<file path="config.mk">
export PLATFORM = sky130hd
export DESIGN_NAME = ext_irq_ctrl
export DESIGN_NICKNAME = d
export VERILOG_FILES = /design/src/rtl/eirq_pkg.sv /design/src/rtl/eirq_sync.sv /design/src/rtl/eirq_edge_det.sv /design/src/rtl/eirq_regs.sv /design/src/rtl/ext_irq_ctrl.sv
export SDC_FILE = /design/constraint.sdc
export NUM_CORES = 1
export LEC_CHECK = 0
export BUFFER_PORTS_ARGS = -buffer_cell sky130_fd_sc_hd__buf_2
export CAP_MARGIN = 15
export CORE_AREA = 2 2 41 43
export CTS_BUF_LIST = sky130_fd_sc_hd__clkbuf_16
export DETAILED_ROUTE_END_ITERATION = 12
export DIE_AREA = 0 0 43 45
export PLACE_DENSITY = 0.69
export SETUP_SLACK_MARGIN = 0.3
export SYNTH_ARGS = -nofsm -noshare
export SYNTH_HDL_FRONTEND = slang
export SYNTH_SLANG_ARGS = --single-unit
</file>
<file path="constraint.sdc">
create_clock -name clk_i -period 0.9 [get_ports clk_i]
set_input_delay 0.09 -clock clk_i [delete_from_list [all_inputs] [get_ports clk_i]]
set_output_delay 0.09 -clock clk_i [all_outputs]
set_load 0.05 [all_outputs]
</file>
<file path="src/rtl/eirq_pkg.sv">
package eirq_pkg;
  typedef enum logic [1:0] {
    EDGE_OFF  = 2'b00,
    EDGE_RISE = 2'b01,
    EDGE_FALL = 2'b10,
    EDGE_ANY  = 2'b11
  } edge_mode_e;

  localparam int          ADDR_W   = 2;
  localparam int          DATA_W   = 8;
  localparam int          MODE_LSB = 3;
  localparam edge_mode_e  MODE_RST = EDGE_FALL;

  localparam logic [ADDR_W-1:0] A_CTRL  = 2'd0;
  localparam logic [ADDR_W-1:0] A_FLAG  = 2'd1;
  localparam logic [ADDR_W-1:0] A_SRCEN = 2'd2;
  localparam logic [ADDR_W-1:0] A_GIE   = 2'd3;
endpackage

</file>
<file path="src/rtl/eirq_sync.sv">
module eirq_sync #(
  parameter int   STAGES  = 2,
  parameter logic RST_VAL = 1'b0
) (
  input  logic clk_i,
  input  logic rst_ni,
  input  logic d_i,
  output logic q_o
);
  logic [STAGES-1:0] sr_q;

  generate
    if (STAGES == 1) begin : g_one
      always_ff @(posedge clk_i or negedge rst_ni)
        if (!rst_ni) sr_q <= RST_VAL;
        else         sr_q <= d_i;
    end else begin : g_chain
      always_ff @(posedge clk_i or negedge rst_ni)
        if (!rst_ni) sr_q <= {STAGES{RST_VAL}};
        else         sr_q <= {sr_q[STAGES-2:0], d_i};
    end
  endgenerate

  assign q_o = sr_q[STAGES-1];
endmodule

</file>
<file path="src/rtl/eirq_edge_det.sv">
module eirq_edge_det
  import eirq_pkg::*;
#(
  parameter logic RST_VAL = 1'b0
) (
  input  logic       clk_i,
  input  logic       rst_ni,
  input  logic       lvl_i,
  input  edge_mode_e mode_i,
  output logic       hit_o
);
  logic prev_q;
  logic rise, fall;

  always_ff @(posedge clk_i or negedge rst_ni)
    if (!rst_ni) prev_q <= RST_VAL;
    else         prev_q <= lvl_i;

  assign rise = lvl_i & ~prev_q;
  assign fall = ~lvl_i & prev_q;

  always_comb begin
    unique case (mode_i)
      EDGE_RISE: hit_o = rise;
      EDGE_FALL: hit_o = fall;
      EDGE_ANY:  hit_o = rise | fall;
      default:   hit_o = 1'b0;
    endcase
  end
endmodule

</file>
<file path="src/rtl/eirq_regs.sv">
module eirq_regs
  import eirq_pkg::*;
(
  input  logic              clk_i,
  input  logic              rst_ni,
  input  logic              we_i,
  input  logic [ADDR_W-1:0] addr_i,
  input  logic [DATA_W-1:0] wdata_i,
  input  logic              hit_i,
  input  logic              take_i,
  input  logic              reti_i,
  output edge_mode_e        mode_o,
  output logic              flag_o,
  output logic              src_en_o,
  output logic              gie_o,
  output logic [DATA_W-1:0] rdata_o
);
  edge_mode_e mode_q;
  logic       flag_q, src_en_q, gie_q;
  logic       wr_ctrl, wr_flag, wr_src, wr_gie;

  assign wr_ctrl = we_i && (addr_i == A_CTRL);
  assign wr_flag = we_i && (addr_i == A_FLAG);
  assign wr_src  = we_i && (addr_i == A_SRCEN);
  assign wr_gie  = we_i && (addr_i == A_GIE);

  always_ff @(posedge clk_i or negedge rst_ni)
    if (!rst_ni)      mode_q <= MODE_RST;
    else if (wr_ctrl) mode_q <= edge_mode_e'(wdata_i[MODE_LSB+:2]);

  // new edge beats a same-cycle software clear
  always_ff @(posedge clk_i or negedge rst_ni)
    if (!rst_ni)                    flag_q <= 1'b0;
    else if (hit_i)                 flag_q <= 1'b1;
    else if (wr_flag && !wdata_i[0]) flag_q <= 1'b0;

  always_ff @(posedge clk_i or negedge rst_ni)
    if (!rst_ni)     src_en_q <= 1'b0;
    else if (wr_src) src_en_q <= wdata_i[0];

  // entry masks further requests until return
  always_ff @(posedge clk_i or negedge rst_ni)
    if (!rst_ni)      gie_q <= 1'b0;
    else if (take_i)  gie_q <= 1'b0;
    else if (reti_i)  gie_q <= 1'b1;
    else if (wr_gie)  gie_q <= wdata_i[0];

  always_comb begin
    rdata_o = '0;
    unique case (addr_i)
      A_CTRL:  rdata_o[MODE_LSB+:2] = mode_q;
      A_FLAG:  rdata_o[0] = flag_q;
      A_SRCEN: rdata_o[0] = src_en_q;
      default: rdata_o[0] = gie_q;
    endcase
  end

  assign mode_o   = mode_q;
  assign flag_o   = flag_q;
  assign src_en_o = src_en_q;
  assign gie_o    = gie_q;
endmodule

</file>
<file path="src/rtl/ext_irq_ctrl.sv">
module ext_irq_ctrl
  import eirq_pkg::*;
#(
  parameter int   SYNC_STAGES = 2,
  parameter logic PIN_RST     = 1'b0,
  parameter int   VEC_W       = 8,
  parameter int   VECTOR      = 8
) (
  input  logic              clk_i,
  input  logic              rst_ni,
  input  logic              pin_i,
  input  logic              reg_we_i,
  input  logic [ADDR_W-1:0] reg_addr_i,
  input  logic [DATA_W-1:0] reg_wdata_i,
  output logic [DATA_W-1:0] reg_rdata_o,
  input  logic              reti_i,
  output logic              irq_req_o,
  output logic [VEC_W-1:0]  irq_vec_o
);
  logic       pin_s, edge_hit;
  logic       flag_q, src_en_q, gie_q;
  edge_mode_e edge_mode;

  eirq_sync #(.STAGES(SYNC_STAGES), .RST_VAL(PIN_RST)) u_sync (
    .clk_i(clk_i), .rst_ni(rst_ni), .d_i(pin_i), .q_o(pin_s)
  );

  eirq_edge_det #(.RST_VAL(PIN_RST)) u_det (
    .clk_i(clk_i), .rst_ni(rst_ni), .lvl_i(pin_s), .mode_i(edge_mode), .hit_o(edge_hit)
  );

  eirq_regs u_regs (
    .clk_i(clk_i), .rst_ni(rst_ni),
    .we_i(reg_we_i), .addr_i(reg_addr_i), .wdata_i(reg_wdata_i),
    .hit_i(edge_hit), .take_i(irq_req_o), .reti_i(reti_i),
    .mode_o(edge_mode), .flag_o(flag_q), .src_en_o(src_en_q), .gie_o(gie_q),
    .rdata_o(reg_rdata_o)
  );

  assign irq_req_o = flag_q & src_en_q & gie_q;
  assign irq_vec_o = VEC_W'(VECTOR);
endmodule

</file>
==> summary.md, run 1 <==
| Metric | Value |
|---|---|
| Core footprint | 1470 um^2 |
| Later-pin clock latency in the skew report | 0.23 ns |
| Slew Viols, Final | 0 |
| Startpoint Class | flop |
| Fillers | 134 |
| Largest cells by area after synthesis | dfrtp_1 (35%), buf_4 (19%), mux2_4 (5.9%), dfstp_2 (5.2%), nand2_1 (5.2%) |
| CP endpoint | reg_rdata_o[0] |
| Boundary Pins | 32 |
| RSZ-0062 raised after global routing | yes |
| Clock period minus final worst setup slack | 1.21 ns |
| Flop-to-flop setup slack | -0.11 ns |
| Ant. Diodes | 0 |
| Largest net degree at the start of global routing | 9 |
| WP data required | 0.81 ns |
| Synth Cell Area | 505 um^2 |
| Routed Wire Length | 808 um |
| Fin util | 50.6% |
| Final worst-path cycle share | 135% |
| Deepest clock path buffer count | 2 |
| Die height | 45 um |
| Yosys warning total | 0 |
| Crit Path Class | reg2out |
| Die area | 1940 um^2 |
| Status | finished with violations |
| Library cells used by synthesis | 20 |
| Post-Syn Instances | 51 |
| Drt pass-1 iters | 3 |
| Crit path max fanout | 2 |
| Routed vias/inst | 4.27 |
| TritonCTS clock tree | built |
| Fin Hold WS | -0.0305 ns |
| Largest area contributor in the netlist | dfrtp_1 |
| DR WL/cell | 8.98 um |
| CP Capture Type | output pin |
| Final hold vios | 1 |
| Grt ovf | 0 |
| Total number of vias | 384 |
| Global-route wire length before repair | 1310 um |
| DRT iter0 DRCs | 1 |
| TNS Setup | -0.962 ns |
| Clk_skew | 0.00166 ns |
| Synthesized flop and latch total | 8 |
| Yosys top cell area share | 34.7% |
| Port buffer count | 13 |
| Final Worst Setup Slack | -0.312 ns |
| Residual DRC | 0 |
| Root Buffer | clkbuf_16 |
| CTS buffer count | 3 |
| Post-route ant nets | 0 |
| Hold buffers post-CTS | 1 |
| Nets | 92 |
| Area grow syn2layout | 47.3% |
| Clk slew on worst S/H paths | 0.04 ns |
| Fraction of layout cells with a size suffix above 1 | 48.6% |
| GR Util All Layers | 9.20% |
| Mean Syn Cell Area | 9.91 um^2 |
| Fmax achieved | 0.825 GHz |
| Register Area | 201 um^2 |
| Die Width | 43 um |
| Final instance area | 744 um^2 |
| Area of the multi-input gates | 262 um^2 |
| Final setup fails | 5 |
| Clk sinks | 8 |
| Reg-to-reg startpoint | u_sync.sr_q[1] |
| Static Leakage | 0.387 nW |
| Seq/Total Area, Yosys | 39.9% |
| Cell Rows | 14 |
| Hold_sp | pin_i |
| H-tree levels | 1 |
| Peak supply drop | 1.50 mV |
| R2r endpoint | u_regs.flag_o |
| Worst min-delay path class | in2reg |
| Initial antenna violation count | 0 |
| Failing checks | hold timing, setup timing |
| Starting Density | 34.4% |
| Global placement routability congestion | 0.773 |
| FF-to-FF path depth | 5 |
| Critical Path Source | u_regs.gie_o |
| Post-DP HPWL | 661 um |
| Max cap viols | 0 |
| Pwr per Cell Area | 2460 nW/um^2 |
| Vias in the first global route | 338 |
| Crit path DAT | 1.12 ns |
| Placed cell area | 593 um^2 |
[critical path, cell delays in order, from the launching register on]
cell and delay, ns:
dfrtp_1 0.38, mux2_4 0.27, nand2_2 0.06, o21ai_2 0.05
buf_6 0.14
[report_power, final]
group | switching, mW | internal (mW)
Combinational | 0.359 | 0.274
Sequential | 0.0391 | 0.428
Clock | 0.158 | 0.577
[stage by stage]
step	std cells	total power, mW	hold slack (ns)	setup WS [ns]
after detailed placement	84	0.999	-0.0645	-0.130
after global placement	84	0.987	-0.0658	-0.114
after global routing	90	1.93	-0.0344	-0.366
final	90	1.84	-0.0305	-0.312
after CTS	90	1.84	-0.0306	-0.321
after floorplan	62	0.892	-0.206	-0.0689
[kinds of logic (layout without fill, tap and decap cells)]
logic type	Yosys count	in the layout	share of synthesized area, %
adder cells (fa/ha/maj)	2	2	4.95
other	2	13	1.49
AND/OR/NAND/NOR	15	15	15.8
flip-flops	8	8	39.9
multiplexers	4	4	10.4
AO/OA/AOI/OAI	5	5	6.68
buffers and inverters	15	27	20.8
[registers in the layout (all words and copies together) (netlist names)]
signal	cells
u_sync.sr_q	2
u_regs.src_en_o	1
u_det.prev_q	1
u_regs.mode_o	2
u_regs.flag_o	1
u_regs.gie_o	1
[worst min-delay path by stage]
stage	cells past startpoint	slack, ns	to
floorplan	0	-0.21	u_det.prev_q
global placement	1	-0.07	u_sync.sr_q[0]
detailed placement	1	-0.06	u_det.prev_q
CTS	1	-0.03	u_sync.sr_q[0]
global route	1	-0.03	u_sync.sr_q[0]
finish	1	-0.03	u_sync.sr_q[0]
[timing repair]
| action | CTS | global route |
|---|---|---|
| resized for setup | 16 | 1 |
| setup buffers | 1 | 0 |
| endpoints found under the hold margin | 9 | 1 |
| cloned | 0 | 0 |
| pin swaps | 3 | 2 |
| setup endpoints to repair | 10 | 10 |
[cell usage after synthesis]
library cell / number
buf_4: 13
o211ai_1: 2
nand2_2: 1
mux2_2: 2
a41oi_1: 1
nand2_1: 7
o21ai_0: 1
nand4bb_1: 1
dfrtp_1: 7
and2_2: 2
nand3_1: 1
a21oi_1: 1
nor2_1: 1
and3_1: 1
nor2_2: 1
conb_1: 2
ha_1: 2
dfstp_2: 1
inv_1: 2
mux2_4: 2
[routing by layer]
| metal | vias up | wire (um) | global-route usage [%] |
|---|---|---|---|
| li1 | 189 | - | - |
| met1 | 176 | 344 | 11.2 |
| met2 | 19 | 404 | 15.8 |
| met3 | 0 | 59 | 4.80 |
| met4 | 0 | 0 | 0 |
| met5 | - | 0 | 0 |
[layout make-up]
cell class | instances | share of cell area, %
Inverter | 2 | 1.01
Clock buffer | 3 | 10.1
Timing Repair Buffer | 21 | 23.5
Clock inverter | 1 | 0.504
Tap cell | 16 | 2.69
Multi-Input combinational cell | 39 | 35.1
Sequential cell | 8 | 27.1
[placed cells by master (no fill, tap or decap), types with 2 or more instances in the layout]
master,netlist,routed
conb_1,2,13
buf_2,0,9
dfrtp_1,7,7
nand2_1,7,6
buf_6,0,6
inv_1,2,3
mux2_4,2,3
clkbuf_16,0,3
buf_4,13,3
nand2_2,1,2
and2_4,0,2
o211ai_1,2,2
ha_1,2,2
buf_8,0,2
Note: power is estimated with default switching activity, not from simulation.
==> inputs of run 2 (changes only) <==
--- a/config.mk
+++ b/config.mk
@@ -11,7 +11,7 @@
 export CTS_BUF_LIST = sky130_fd_sc_hd__clkbuf_16
 export DETAILED_ROUTE_END_ITERATION = 12
 export DIE_AREA = 0 0 43 45
-export PLACE_DENSITY = 0.69
+export PLACE_DENSITY = 0.81
 export SETUP_SLACK_MARGIN = 0.3
 export SYNTH_ARGS = -nofsm -noshare
 export SYNTH_HDL_FRONTEND = slang
==> summary.md, run 2 (synthesis results as in run 1) <==
| Metric | Value |
|---|---|
| Status | finished with violations |
| Failing checks | hold timing, setup timing |
| GRT met3 Usage | 5.60% (+0.80 points) |
| Final Worst Setup Slack | -0.321 ns (-0.00895 ns) |
| Grt ovf | 0 (unchanged) |
| Drt pass-1 iters | 4 (+1) |
| Peak supply drop | 1.39 mV (-7.5%) |
| Post-route ant nets | 0 (unchanged) |
| Clk_skew | 0.00141 ns (-0.000244 ns) |
| TNS Setup | -1.13 ns (-0.171 ns) |
| Met2 Track Usage GR | 22.4% (+6.7 points) |
| Area grow syn2layout | 53.2% |
| Die height | 45 um (unchanged) |
| Fraction of layout cells with a size suffix above 1 | 53.9% (+5.3 points) |
| Final worst-path cycle share | 136% (+1.0 points) |
| Clk sinks | 8 (unchanged) |
| Total number of vias | 423 (+10%) |
| Vias in the first global route | 401 (+19%) |
| Residual DRC | 0 (unchanged) |
| Final setup fails | 6 (+1) |
| Clk slew on worst S/H paths | 0.04 ns (about the same) |
| DR WL/cell | 11.1 um (+24%) |
| Post-DP HPWL | 714 um (+8.1%) |
| Routed vias/inst | 4.60 (+7.8%) |
| Final hold vios | 1 (unchanged) |
| Initial antenna violation count | 0 (unchanged) |
| Leading cell types in the layout, fill and taps excluded | conb_1 (13), buf_2 (9), dfrtp_1 (7), buf_4 (6), nand2_1 (5) |
| Grt peak-use layer | met2 |
| Hold_sp | pin_i |
| Worst min-delay path class | in2reg |
| Fmax achieved | 0.819 GHz (-0.73%) |
| Slew Viols, Final | 0 (unchanged) |
| Die area | 1940 um^2 (unchanged) |
| CP Capture Type | output pin |
| Pwr per Cell Area | 2460 nW/um^2 (about the same) |
| WP data required | 0.81 ns (about the same) |
| Ant. Diodes | 0 (unchanged) |
| Routed Wire Length | 1020 um (+26%) |
| TritonCTS clock tree | built |
| Grt met1 use | 12.8% (+1.6 points) |
| Hold buffers post-CTS | 1 (unchanged) |
| Crit Path Class | reg2out |
| Later-pin clock latency in the skew report | 0.23 ns (about the same) |
| GR Util All Layers | 12.8% (+3.6 points) |
| Reg-to-reg startpoint | u_det.prev_q |
| Fin Hold WS | -0.0381 ns (-0.00763 ns) |
| Max cap viols | 0 (unchanged) |
| Cell Rows | 14 (unchanged) |
| Critical Path Source | u_regs.src_en_o |
| Finished Layout Cells | 92 (+2.2%) |
| Core footprint | 1470 um^2 (unchanged) |
| Cell count after placement | 84 (unchanged) |
| Static Leakage | 0.396 nW (+2.4%) |
| Starting Density | 34.4% (unchanged) |
| Largest net degree at the start of global routing | 9 (unchanged) |
| Nets | 94 (+2.2%) |
| Crit path max fanout | 2 (unchanged) |
| Deepest clock path buffer count | 2 (unchanged) |
| Clock period minus final worst setup slack | 1.22 ns (+0.00896 ns) |
| Pre-CTS setup slack | -0.128 ns (+0.00237 ns) |
| H-tree levels | 1 (unchanged) |
| Global-route wire length before repair | 1680 um (+28%) |
| Startpoint Class | flop |
| Global placement routability congestion | 0.763 (-1.3%) |
| RSZ-0062 raised after global routing | yes |
| CTS buffer count | 3 (unchanged) |
| Commonest non-fill, non-tap cell in the layout | conb_1 |
| Crit path DAT | 1.13 ns (about the same) |
| Port buffer count | 13 (unchanged) |
| Boundary Pins | 32 (unchanged) |
| DRT iter0 DRCs | 3 (+2) |
| Die Width | 43 um (unchanged) |
| Root Buffer | clkbuf_16 |
==> run 2: worst paths after layout <==
check                                        end  slack (ns)  cells past startpoint
worst max-delay path              reg_rdata_o[0]       -0.32                      4
worst min-delay path              u_sync.sr_q[0]       -0.04                      1
worst max register to register     u_regs.flag_o       -0.16                      4
worst min register to register    u_sync.sr_q[1]        0.35                      0
max in group asynchronous       u_regs.mode_o[1]        0.44                      2
min in group asynchronous         u_sync.sr_q[0]        0.23                      2
==> run 2: power breakdown <==
group          switching (mW)  leakage (nW)  total [mW]  internal (mW)
clock                   0.184        0.0423       0.763          0.579
combinational           0.382         0.264       0.680          0.298
sequential             0.0385        0.0902       0.466          0.427
==> run 2: worst max-delay path, cell delays in order, from the launching register on <==
cell and delay [ns]:
dfrtp_1 0.36, mux2_4 0.27, nand2_2 0.06, o21ai_2 0.05
buf_6 0.15
==> run 2: layout make-up <==
| class | count | area (um^2) |
|---|---|---|
| clock buffers | 3 | 75.1 |
| well taps | 16 | 20.0 |
| repair buffers | 23 | 190 |
| multi-input cells | 39 | 277 |
| fillers | 143 | 697 |
| flip-flops and latches | 8 | 201 |
| clock inverters | 1 | 3.75 |
| inverters | 2 | 7.51 |
==> run 2: routing by layer <==
| layer | wire length (um) | vias up | share of wire, % |
|---|---|---|---|
| li1 | - | 193 | - |
| met1 | 376 | 200 | 37 |
| met2 | 515 | 26 | 50 |
| met3 | 105 | 4 | 10 |
| met4 | 23 | 0 | 2.3 |
| met5 | 0 | - | 0 |
==> run 2: per-stage QoR <==
stage	area (um^2)	hold WS [ns]	util, %	power, mW
3_3_place_gp	593	-0.0636	40.3	0.986
4_1_cts	752	-0.0394	51.1	1.91
6_report	774	-0.0381	52.6	1.91
3_5_place_dp	593	-0.0574	40.3	1.00
2_1_floorplan	561	-0.206	-	0.892
5_1_grt	774	-0.0387	52.6	1.99
==> run 2: repair_timing <==
action,CTS,global route
endpoints found under the setup margin,10,10
hold endpoints to repair,9,1
gates resized for setup,17,3
buffers inserted,2,1
pin swaps,4,4
